`src/rtl/ipt_pkg.sv`:
```
package ipt_pkg;

    // Edge information derived from the synchronised trigger
    typedef struct packed {
        logic level;   // synchronised trigger level
        logic rise;    // inactive -> active this cycle
        logic fall;    // active -> inactive this cycle
    } gate_edge_t;

    // Flags travelling with a captured measurement
    typedef struct packed {
        logic valid;
        logic ovf;
    } meas_flags_t;

    // Flags cleared
    localparam meas_flags_t FLAGS_IDLE = '{valid: 1'b0, ovf: 1'b0};

endpackage

```
`src/rtl/ipt_sync.sv`:
```
module ipt_sync #(
    parameter int STAGES = 2
) (
    input  logic clk_i,
    input  logic rst_i,
    input  logic async_i,
    output logic sync_o
);
    logic [STAGES-1:0] chain_q;

    generate
        for (genvar i = 0; i < STAGES; i++) begin : g_stage
            if (i == 0) begin : g_first
                always_ff @(posedge clk_i) begin
                    if (rst_i) chain_q[0] <= 1'b0;
                    else       chain_q[0] <= async_i;
                end
            end else begin : g_next
                always_ff @(posedge clk_i) begin
                    if (rst_i) chain_q[i] <= 1'b0;
                    else       chain_q[i] <= chain_q[i-1];
                end
            end
        end
    endgenerate

    assign sync_o = chain_q[STAGES-1];
endmodule

```
`src/rtl/ipt_edge.sv`:
```
module ipt_edge
    import ipt_pkg::*;
(
    input  logic       clk_i,
    input  logic       rst_i,
    input  logic       level_i,
    output gate_edge_t edge_o
);
    logic prev_q;

    always_ff @(posedge clk_i) begin
        if (rst_i) prev_q <= 1'b0;
        else       prev_q <= level_i;
    end

    always_comb begin
        edge_o.level = level_i;
        edge_o.rise  = level_i & ~prev_q;
        edge_o.fall  = ~level_i & prev_q;
    end
endmodule

```
`src/rtl/ipt_counter.sv`:
```
module ipt_counter
    import ipt_pkg::*;
#(
    parameter int CNT_W = 32
) (
    input  logic             clk_i,
    input  logic             rst_i,
    input  gate_edge_t       edge_i,
    output logic [CNT_W-1:0] count_o,
    output logic             wrapped_o
);
    localparam logic [CNT_W-1:0] CNT_MAX = {CNT_W{1'b1}};

    logic [CNT_W-1:0] cnt_q;
    logic             wrap_q;

    // Counter: cleared while the gate is low, advancing while it is high
    always_ff @(posedge clk_i) begin
        if (rst_i || !edge_i.level) cnt_q <= '0;
        else                        cnt_q <= cnt_q + 1'b1;
    end

    // Sticky wrap flag: cleared when an interval starts, set when the count rolls over
    always_ff @(posedge clk_i) begin
        if (rst_i || edge_i.rise)                     wrap_q <= 1'b0;
        else if (edge_i.level && (cnt_q == CNT_MAX))  wrap_q <= 1'b1;
    end

    assign count_o   = cnt_q;
    assign wrapped_o = wrap_q;
endmodule

```
`src/rtl/ipt_gated_timer.sv`:
```
module ipt_gated_timer
    import ipt_pkg::*;
#(
    parameter int CNT_W       = 32,
    parameter int SYNC_STAGES = 2
) (
    input  logic             clk_i,
    input  logic             rst_i,
    input  logic             trig_i,
    output logic             busy_o,
    output logic             ready_o,
    output logic             meas_valid_o,
    output logic [CNT_W-1:0] meas_ticks_o,
    output logic             meas_ovf_o
);
    localparam logic [CNT_W-1:0] MIN_TICKS = {{(CNT_W-1){1'b0}}, 1'b1};

    logic             trig_s;
    gate_edge_t       gate;
    logic [CNT_W-1:0] count;
    logic             wrapped;
    logic [CNT_W-1:0] ticks_q;
    meas_flags_t      flags_q;
    logic             ready_q;

    ipt_sync #(.STAGES(SYNC_STAGES)) u_sync (
        .clk_i   (clk_i),
        .rst_i   (rst_i),
        .async_i (trig_i),
        .sync_o  (trig_s)
    );

    ipt_edge u_edge (
        .clk_i   (clk_i),
        .rst_i   (rst_i),
        .level_i (trig_s),
        .edge_o  (gate)
    );

    ipt_counter #(.CNT_W(CNT_W)) u_cnt (
        .clk_i     (clk_i),
        .rst_i     (rst_i),
        .edge_i    (gate),
        .count_o   (count),
        .wrapped_o (wrapped)
    );

    // Capture on the falling gate edge; a zero count is raised to one tick
    always_ff @(posedge clk_i) begin
        if (rst_i) begin
            ticks_q <= '0;
            flags_q <= FLAGS_IDLE;
        end else begin
            flags_q.valid <= gate.fall;
            if (gate.fall) begin
                ticks_q     <= (count == '0) ? MIN_TICKS : count;
                flags_q.ovf <= wrapped;
            end
        end
    end

    always_ff @(posedge clk_i) begin
        if (rst_i) ready_q <= 1'b0;
        else       ready_q <= 1'b1;
    end

    assign busy_o       = trig_s;
    assign ready_o      = ready_q;
    assign meas_valid_o = flags_q.valid;
    assign meas_ticks_o = ticks_q;
    assign meas_ovf_o   = flags_q.ovf;
endmodule

```
`config.mk`:
```
export PLATFORM = sky130hd
export DESIGN_NAME = ipt_gated_timer
export DESIGN_NICKNAME = d
export VERILOG_FILES = /design/src/rtl/ipt_pkg.sv /design/src/rtl/ipt_sync.sv /design/src/rtl/ipt_edge.sv /design/src/rtl/ipt_counter.sv /design/src/rtl/ipt_gated_timer.sv
export SDC_FILE = /design/constraint.sdc
export NUM_CORES = 1
export LEC_CHECK = 0
export CAP_MARGIN = 40
export CORE_MARGIN = 2
export CORE_UTILIZATION = 31
export DETAILED_ROUTE_END_ITERATION = 10
export GPL_ROUTABILITY_DRIVEN = 0
export GPL_TIMING_DRIVEN = 0
export PLACE_DENSITY_LB_ADDON = 0.2
export RECOVER_POWER = 50
export SLEW_MARGIN = 20
export SYNTH_ARGS = -nofsm -noshare
export SYNTH_HDL_FRONTEND = slang
export SYNTH_SLANG_ARGS = --single-unit
```
`constraint.sdc`:
```
create_clock -name clk_i -period 2.96 [get_ports clk_i]
set_clock_uncertainty 0.2 [all_clocks]
set_input_delay 0.592 -clock clk_i [delete_from_list [all_inputs] [get_ports clk_i]]
set_output_delay 0.592 -clock clk_i [all_outputs]
set_load 0.02 [all_outputs]
```
-- Word-level counts from Yosys, hierarchy flattened
Index checks and enable logic that the tools add are counted.
- register bits after elaboration: 71
- word-level logic and storage cells: 22
- reduce and logical (&&, ||, !) cells: 5
- bitwise operators: 4
- add/sub/neg operators: 1
- equal/unequal tests: 1
- muxes and demuxes: 2
- operators by type and width (kind ; number):
    $add A32 B1 Y32 const B ; 1
    $eq A32 B32 Y1 const B ; 1
    $logic_not A32 Y1 ; 1
    $mux W32 ; 1
    $and A1 B1 Y1 ; 2
    $logic_or A1 B1 Y1 ; 2
    $not A1 Y1 ; 2
    $logic_and A1 B1 Y1 ; 1
    $logic_not A1 Y1 ; 1
    $mux W1 ; 1

-- Longest topological paths before layout
Gate-level depths: netlist of run 1.
- word-level depth: 3
- mapped depth: 8

-- Hierarchy
A second synthesis of run 1 with hierarchy kept.
- cell total of the unflattened synthesis: 308
- area total of the unflattened synthesis: 2887.8 um2
- by module, submodules not included (module ; times used ; area an instance (um2) ; cells an instance):
    ipt_counter ; 1 ; 1505.2 ; 177
    ipt_gated_timer ; 1 ; 1283.7 ; 122
    ipt_sync ; 1 ; 52.6 ; 4
    ipt_edge ; 1 ; 46.3 ; 5

-- Worst setup path before layout of run 1
Ideal clock, no wire load.
- path kind: input -> register
- start point: in rst_i
- end point: reg u_cnt.cnt_q[26], in the netlist u_cnt.count_o[26]
- stages on the path: 8
- setup time: 0.116 ns
- arrival time: 1.769 ns
- buffers on the path: 3
- setup slack: 0.874 ns
- path through: clkbuf_1 > nand2b_1 > buf_2 > inv_1 > clkbuf_1 > nand2_1 > a31oi_1 > a41o_1
- cells in the longest elaborated chain, start to end: 1
- ends and longest elaborated chain (element ; RTL line ; text):
    start, declared ; ipt_gated_timer.sv:8 ; input logic rst_i,
    $logic_or A1 B1 Y1 ; ipt_counter.sv:19 ; if (rst_i || !edge_i.level) cnt_q <= '0;
    end signal, assigned ; ipt_counter.sv:20 ; else cnt_q <= cnt_q + 1'b1;
    end, declared ; ipt_counter.sv:14 ; logic [CNT_W-1:0] cnt_q;
Every way passes these cells.
A chain may end at the register's enable or synchronous reset.

-- Worst setup path in the final report of run 1
- start point: in rst_i
- end point: reg u_cnt.cnt_q[27], in the netlist u_cnt.count_o[27]
The elaborated chain is that of the path after synthesis.

==> results.md, run 1 <==
* DRT iter0 DRCs at 99
* Met3 Track Usage GR at 4.900%
* Endpoint class of the critical path: flip-flop
* Ys async rst share at 0%
* First-pass GRT wire length at around 12000 um
* Syn Nets at 361
* Top cell family by delay on the critical path: buffers and inverters
* Leak at 1.259 nW
* Tmin final at approximately 2500 ps
* Num CTS Buffers at 9
* Ys flop type: dfxtp_1
* Maximum VDD drop at around 0.27 mV
* Routed vias at 2606
* Dpl cells at ~500
* Max cap viols at 0
* Period utilization at 83.88%
* Die Area at between 10000 and 15000 um^2
* CTS Root Cell: clkbuf_8
* Most frequent cells after synthesis: 83 x nand2_1, 71 x dfxtp_1, 40 x a21oi_1
* Yosys warnings at 0
* # IOs at 39
* CP Max Fanout at 10
* Slew Limit Fails at 0
* Detail Route Antenna Nets at 0
* Kind of critical path: input pin to flip-flop
* Ant diodes at 0
* Worst EP arrival at approximately 2500 ps
* Non-filler cells, final at 520
* 1st-pass router iterations at 4
* Residual DRC at 0
* Clock slew at reported path FFs at ~80 ps
* RSZ-0062 raised after global routing: false
* WL per Instance at 13.87 um
* Worst Path Buf+Inv at 4
* Buffer count from post-CTS setup fixing at 0
* Post_cts resized at 0
* Most frequent CP cell: clkbuf_1
* Post-Syn Area at about 2900 um^2
* Vias per inst at 5.012
* Syn avg cell area at between 8 and 9 um^2
* Final worst slack at approximately 480 ps
* Vias in the first global route at 2385
* Die H at just over 100 um
* CP startpoint kind: input pin
* CTS sink count at 71
* Share of layout cells above drive strength 1 at 7.335%
* Worst Tran Pin Value at between 600 and 700 ps
* Largest net degree at the start of global routing at 13
* Final net count at around 400
* CP peak stage delay at 390 ps
* Area delta synth->final at 24.63%
* Antenna violations before repair at 0
* Worst Path Required at 3010 ps
* Post-synthesis cell count at around 360
* Outcome: complete, no violations
* Register area at 1421 um^2
* TNS Setup at 0 ps
* GRT met1 Usage at 20.24%
* Core area at between 9000 and 10000 um^2
* Worst hold path class: flip-flop to flip-flop
* Yosys top cell by area: dfxtp_1
* Yosys cell types at 39
* Fill cells at 960
* Hold Fails Final Rpt at 0
* Cell Rows at 35
* Multi-input logic area at 1386 um^2
* #FFs+latches synth at 71
* Top cells by area, synth: dfxtp_1 48%, nand2_1 11%, a21oi_1 6.8%, nor2_1 2.9%, nand4_1 2.8%
* Max Fclk at a little over 0.4 GHz
* Final wirelength at approximately 7200 um
* Clock latency on the worst-skew pair at around 360 ps
* EDFF count, synth at 0
* Top-count cell post-synth: nand2_1
* Final Setup Violations at 0
* Setup WS pre-CTS at 326.0 ps
* Worst Hold Slack at ~240 ps
* Pwr dens at roughly 500 nW/um^2
* Final core occ at between 30 and 40%
* CTS tree: done
* Gr busiest metal: met2
* Port Buffers at 37
* Max-slew headroom at between 50 and 60%
* GRT overflow at 0
* Grt met2 use at between 20% and 30%
* CTS H-tree lvls at 3
* Initial Util at 31.93%
* Post-synthesis sequential area ratio at between 40% and 50%
* Bufs on Longest Clock Path at 2
* Die Width at 101.3 um
* Dpl hpwl at 5056 um
* Hold buffers post-CTS at 0
* CP cell instances: clkbuf_1 -> nand2b_1 -> clkbuf_1 -> inv_1 -> clkbuf_1 -> nand2_1 -> a31oi_1 -> a41o_1
* Top cell type's share of synthesized area at about half
* CP max-delay cell: clkbuf_1
* GRT Total Usage at ~15%
==> per-stage QoR <==
| stage | total power, mW | area, um^2 |
|---|---|---|
| floorplan | 1.006 | 2937 |
| global route | 1.904 | 3660 |
| finish | 1.838 | 3660 |
| global placement | 1.022 | 3446 |
| CTS | 1.865 | 3656 |
| detailed placement | 1.022 | 3446 |
==> state kept, by name, summed over array words and instances, names as in the netlist <==
register,cells
meas_ticks_o,32
u_sync.sync_o,1
u_sync.chain_q,1
u_cnt.count_o,32
meas_ovf_o,1
ready_o,1
u_cnt.wrapped_o,1
meas_valid_o,1
u_edge.prev_q,1
==> power breakdown <==
part | leakage (nW) | total [mW] | internal [mW] | switching, mW
sequential | 0.573 | 0.960 | 0.958 | 0.00224
clock | 0.105 | 0.840 | 0.468 | 0.372
combinational | 0.581 | 0.0382 | 0.00984 | 0.0284
==> worst paths after layout <==
check                                  to                          from  cells after the start  slack (ps)
max          u_cnt.count_o[27]$_SDFF_PP0_                         rst_i                      8         480
min              u_sync.sync_o$_SDFF_PP0_  u_sync.chain_q[0]$_SDFF_PP0_                      1         240
max reg2reg  u_cnt.count_o[31]$_SDFF_PP0_  u_cnt.count_o[13]$_SDFF_PP0_                      5         520
min reg2reg      u_sync.sync_o$_SDFF_PP0_  u_sync.chain_q[0]$_SDFF_PP0_                      1         240
==> final cells by class <==
| type | count | area share, % |
|---|---|---|
| Timing Repair Buffer | 38 | 10.26 |
| Buffer | 25 | 2.872 |
| Inverter | 6 | 0.6154 |
| Sequential cell | 71 | 38.84 |
| Clock inverter | 6 | 2.359 |
| Multi-Input combinational cell | 254 | 37.88 |
| Tap cell | 111 | 3.795 |
| Clock buffer | 9 | 3.385 |
==> logic make-up after synthesis <==
| kind of cell | Yosys count | synth area share (%) |
|---|---|---|
| AO/OA/AOI/OAI | 65 | 13.34 |
| buffers and inverters | 31 | 4.388 |
| flip-flops | 71 | 48.40 |
| AND/OR/NAND/NOR | 172 | 28.38 |
| XOR/XNOR | 11 | 3.281 |
| multiplexers | 4 | 1.363 |
| adder cells (fa/ha/maj) | 2 | 0.8520 |
==> placed cells by master, fill, tap and decap left out, types with 3 or more instances in the layout <==
master           instances
nand4_1                 13
nand2_1                 83
xor2_1                   5
nand3_1                  7
nor2_1                  23
dfxtp_1                 71
clkbuf_8                 9
nor4_1                   9
clkdlybuf4s50_1         33
a41o_1                   6
xnor2_1                  6
and3_1                   7
buf_2                    4
or4_1                    5
a31oi_1                  6
clkbuf_1                19
inv_1                    6
o31ai_1                  4
dlygate4sd3_1            4
nor3_1                   4
mux2i_1                  4
a21oi_1                 40
nor2b_1                  3
nand2b_1                 5
nand3_2                  3
o21ai_0                  4
==> per-layer routing <==
metal  vias to the layer above  routed length, um
li1                       1338                  -
met1                      1199               3611
met2                        58               3172
met3                        11                295
met4                         0                133
met5                         -                  0
Note: power is estimated with default switching activity, not from simulation.
==> run 2: changes to the inputs <==
clock period = 2.6 ns   (was 2.96 ns; I/O delays follow)
==> results.md, run 2 (synthesis results as in run 1) <==
* Buffer count from post-CTS setup fixing at 0
* Die Width at just over 100 um
* Final core occ at ~40%
* Hold Fails Final Rpt at 0
* Maximum VDD drop at 0.3139 mV
* Leak at around 1.3 nW
* Most common cell after layout, fill and taps aside: nand2_1
* Final wirelength at just over 7000 um
* Ant diodes at 0
* CTS H-tree lvls at 3
* Pwr dens at 569.6 nW/um^2
* Residual DRC at 0
* Dpl hpwl at between 5000 and 6000 um
* CP cell instances: nand3_1 -> nor4_4 -> clkbuf_1 -> a31oi_1 -> a41o_1
* Num CTS Buffers at 9
* CTS sink count at 71
* Final net count at 410
* Worst EP arrival at around 2300 ps
* Routed vias at 2633
* Clock slew at reported path FFs at 80 ps
* # IOs at 39
* Worst Path Buf+Inv at 1
* Largest net degree at the start of global routing at 13
* CP Max Fanout at 10
* Tmin final at ~2300 ps
* Worst hold path class: flip-flop to flip-flop
* GRT overflow at 0
* RSZ-0062 raised after global routing: false
* 1st-pass router iterations at 4
* Commonest cells after routing, fill and taps aside: 83 x nand2_1, 71 x dfxtp_1, 40 x a21oi_1
* Core area at 9196 um^2
* CP max-delay cell: nor4_4
* Final Setup Violations at 0
* GRT Total Usage at about 15%
* Top cell family by delay on the critical path: simple AND/OR/NAND/NOR gates
* First-pass GRT wire length at about 12000 um
* CP startpoint kind: flip-flop
* Share of layout cells above drive strength 1 at a little under 8%
* Max cap viols at 0
* Vias per inst at slightly above 5
* TNS Setup at 0 ps
* Die H at approximately 100 um
* Hold buffers post-CTS at 0
* CTS Root Cell: clkbuf_8
* Cell Rows at 35
* Max Fclk at ~0.44 GHz
* Port Buffers at 37
* DRT iter0 DRCs at 99
* CP peak stage delay at 510 ps
* Area delta synth->final at 25.01%
* Outcome: complete, no violations
* Worst Tran Pin Value at between 600 and 700 ps
* Initial Util at 31.93%
* Power, Total at about 2.1 mW
* Worst Path Required at roughly 2700 ps
* Endpoint class of the critical path: flip-flop
* Die Area at between 10000 and 15000 um^2
* Clock latency on the worst-skew pair at approximately 350 ps
* Vias in the first global route at roughly 2400
* CTS tree: done
* Kind of critical path: flip-flop to flip-flop
* WL per Instance at around 14 um
* Worst Hold Slack at roughly 240 ps
* Period utilization at around 88%
* Antenna violations before repair at 0
* Slew Limit Fails at 0
* Detail Route Antenna Nets at 0
* Max-slew headroom at roughly 57%
* Bufs on Longest Clock Path at 2
run 2: cell types whose count changed in the layout (fill, tap and decap cells not counted):
cell | previous run | this run
clkbuf_1 | 19 | 17
buf_2 | 4 | 5
clkbuf_2 | 0 | 1
nor4_2 | 1 | 0
nor4_4 | 0 | 1
run 2: routing by layer:
layer  routed length, um  track usage [%]  up-vias
met4                 132            5.613        0
met2                3138            22.01       68
li1                    -                -     1340
met1                3562            20.24     1212
met5                   0                0        -
met3                 367            4.900       13
run 2: stage by stage:
stage / worst slack (ps) / cell area, um^2 / std cells
after floorplan: 554.5 / 2937 / 356
after global placement: 5.298 / 3446 / 504
after detailed placement: 38.04 / 3446 / 504
after CTS: 168.8 / 3656 / 519
after global routing: 85.47 / 3671 / 520
final: 311.1 / 3671 / 520
run 2: final timing paths:
kind | slack, ps | startpoint | endpoint | cells past startpoint
worst max register to register | 310 | u_cnt.count_o[12]$_SDFF_PP0_ | u_cnt.count_o[31]$_SDFF_PP0_ | 5
worst min register to register | 240 | u_sync.chain_q[0]$_SDFF_PP0_ | u_sync.sync_o$_SDFF_PP0_ | 1
worst max-delay path | 310 | u_cnt.count_o[12]$_SDFF_PP0_ | u_cnt.count_o[31]$_SDFF_PP0_ | 5
worst min-delay path | 240 | u_sync.chain_q[0]$_SDFF_PP0_ | u_sync.sync_o$_SDFF_PP0_ | 1
run 2: repair_timing:
item,4_1_cts,5_1_grt
resized for setup,0,3
endpoints found under the hold margin,0,0
setup endpoints to repair,0,3
run 2: area by class of cell:
class | count | area, um^2
fillers | 957 | 5525
flip-flops and latches | 71 | 1421
multi-input cells | 254 | 1395
repair buffers | 38 | 375.4
well taps | 111 | 138.9
clock buffers | 9 | 123.9
plain buffers | 25 | 107.6
clock inverters | 6 | 86.33
inverters | 6 | 22.52
run 2: where the power goes:
part | internal (mW) | switching [mW]
sequential | 1.09 | 0.00254
clock | 0.533 | 0.422
combinational | 0.0113 | 0.0325
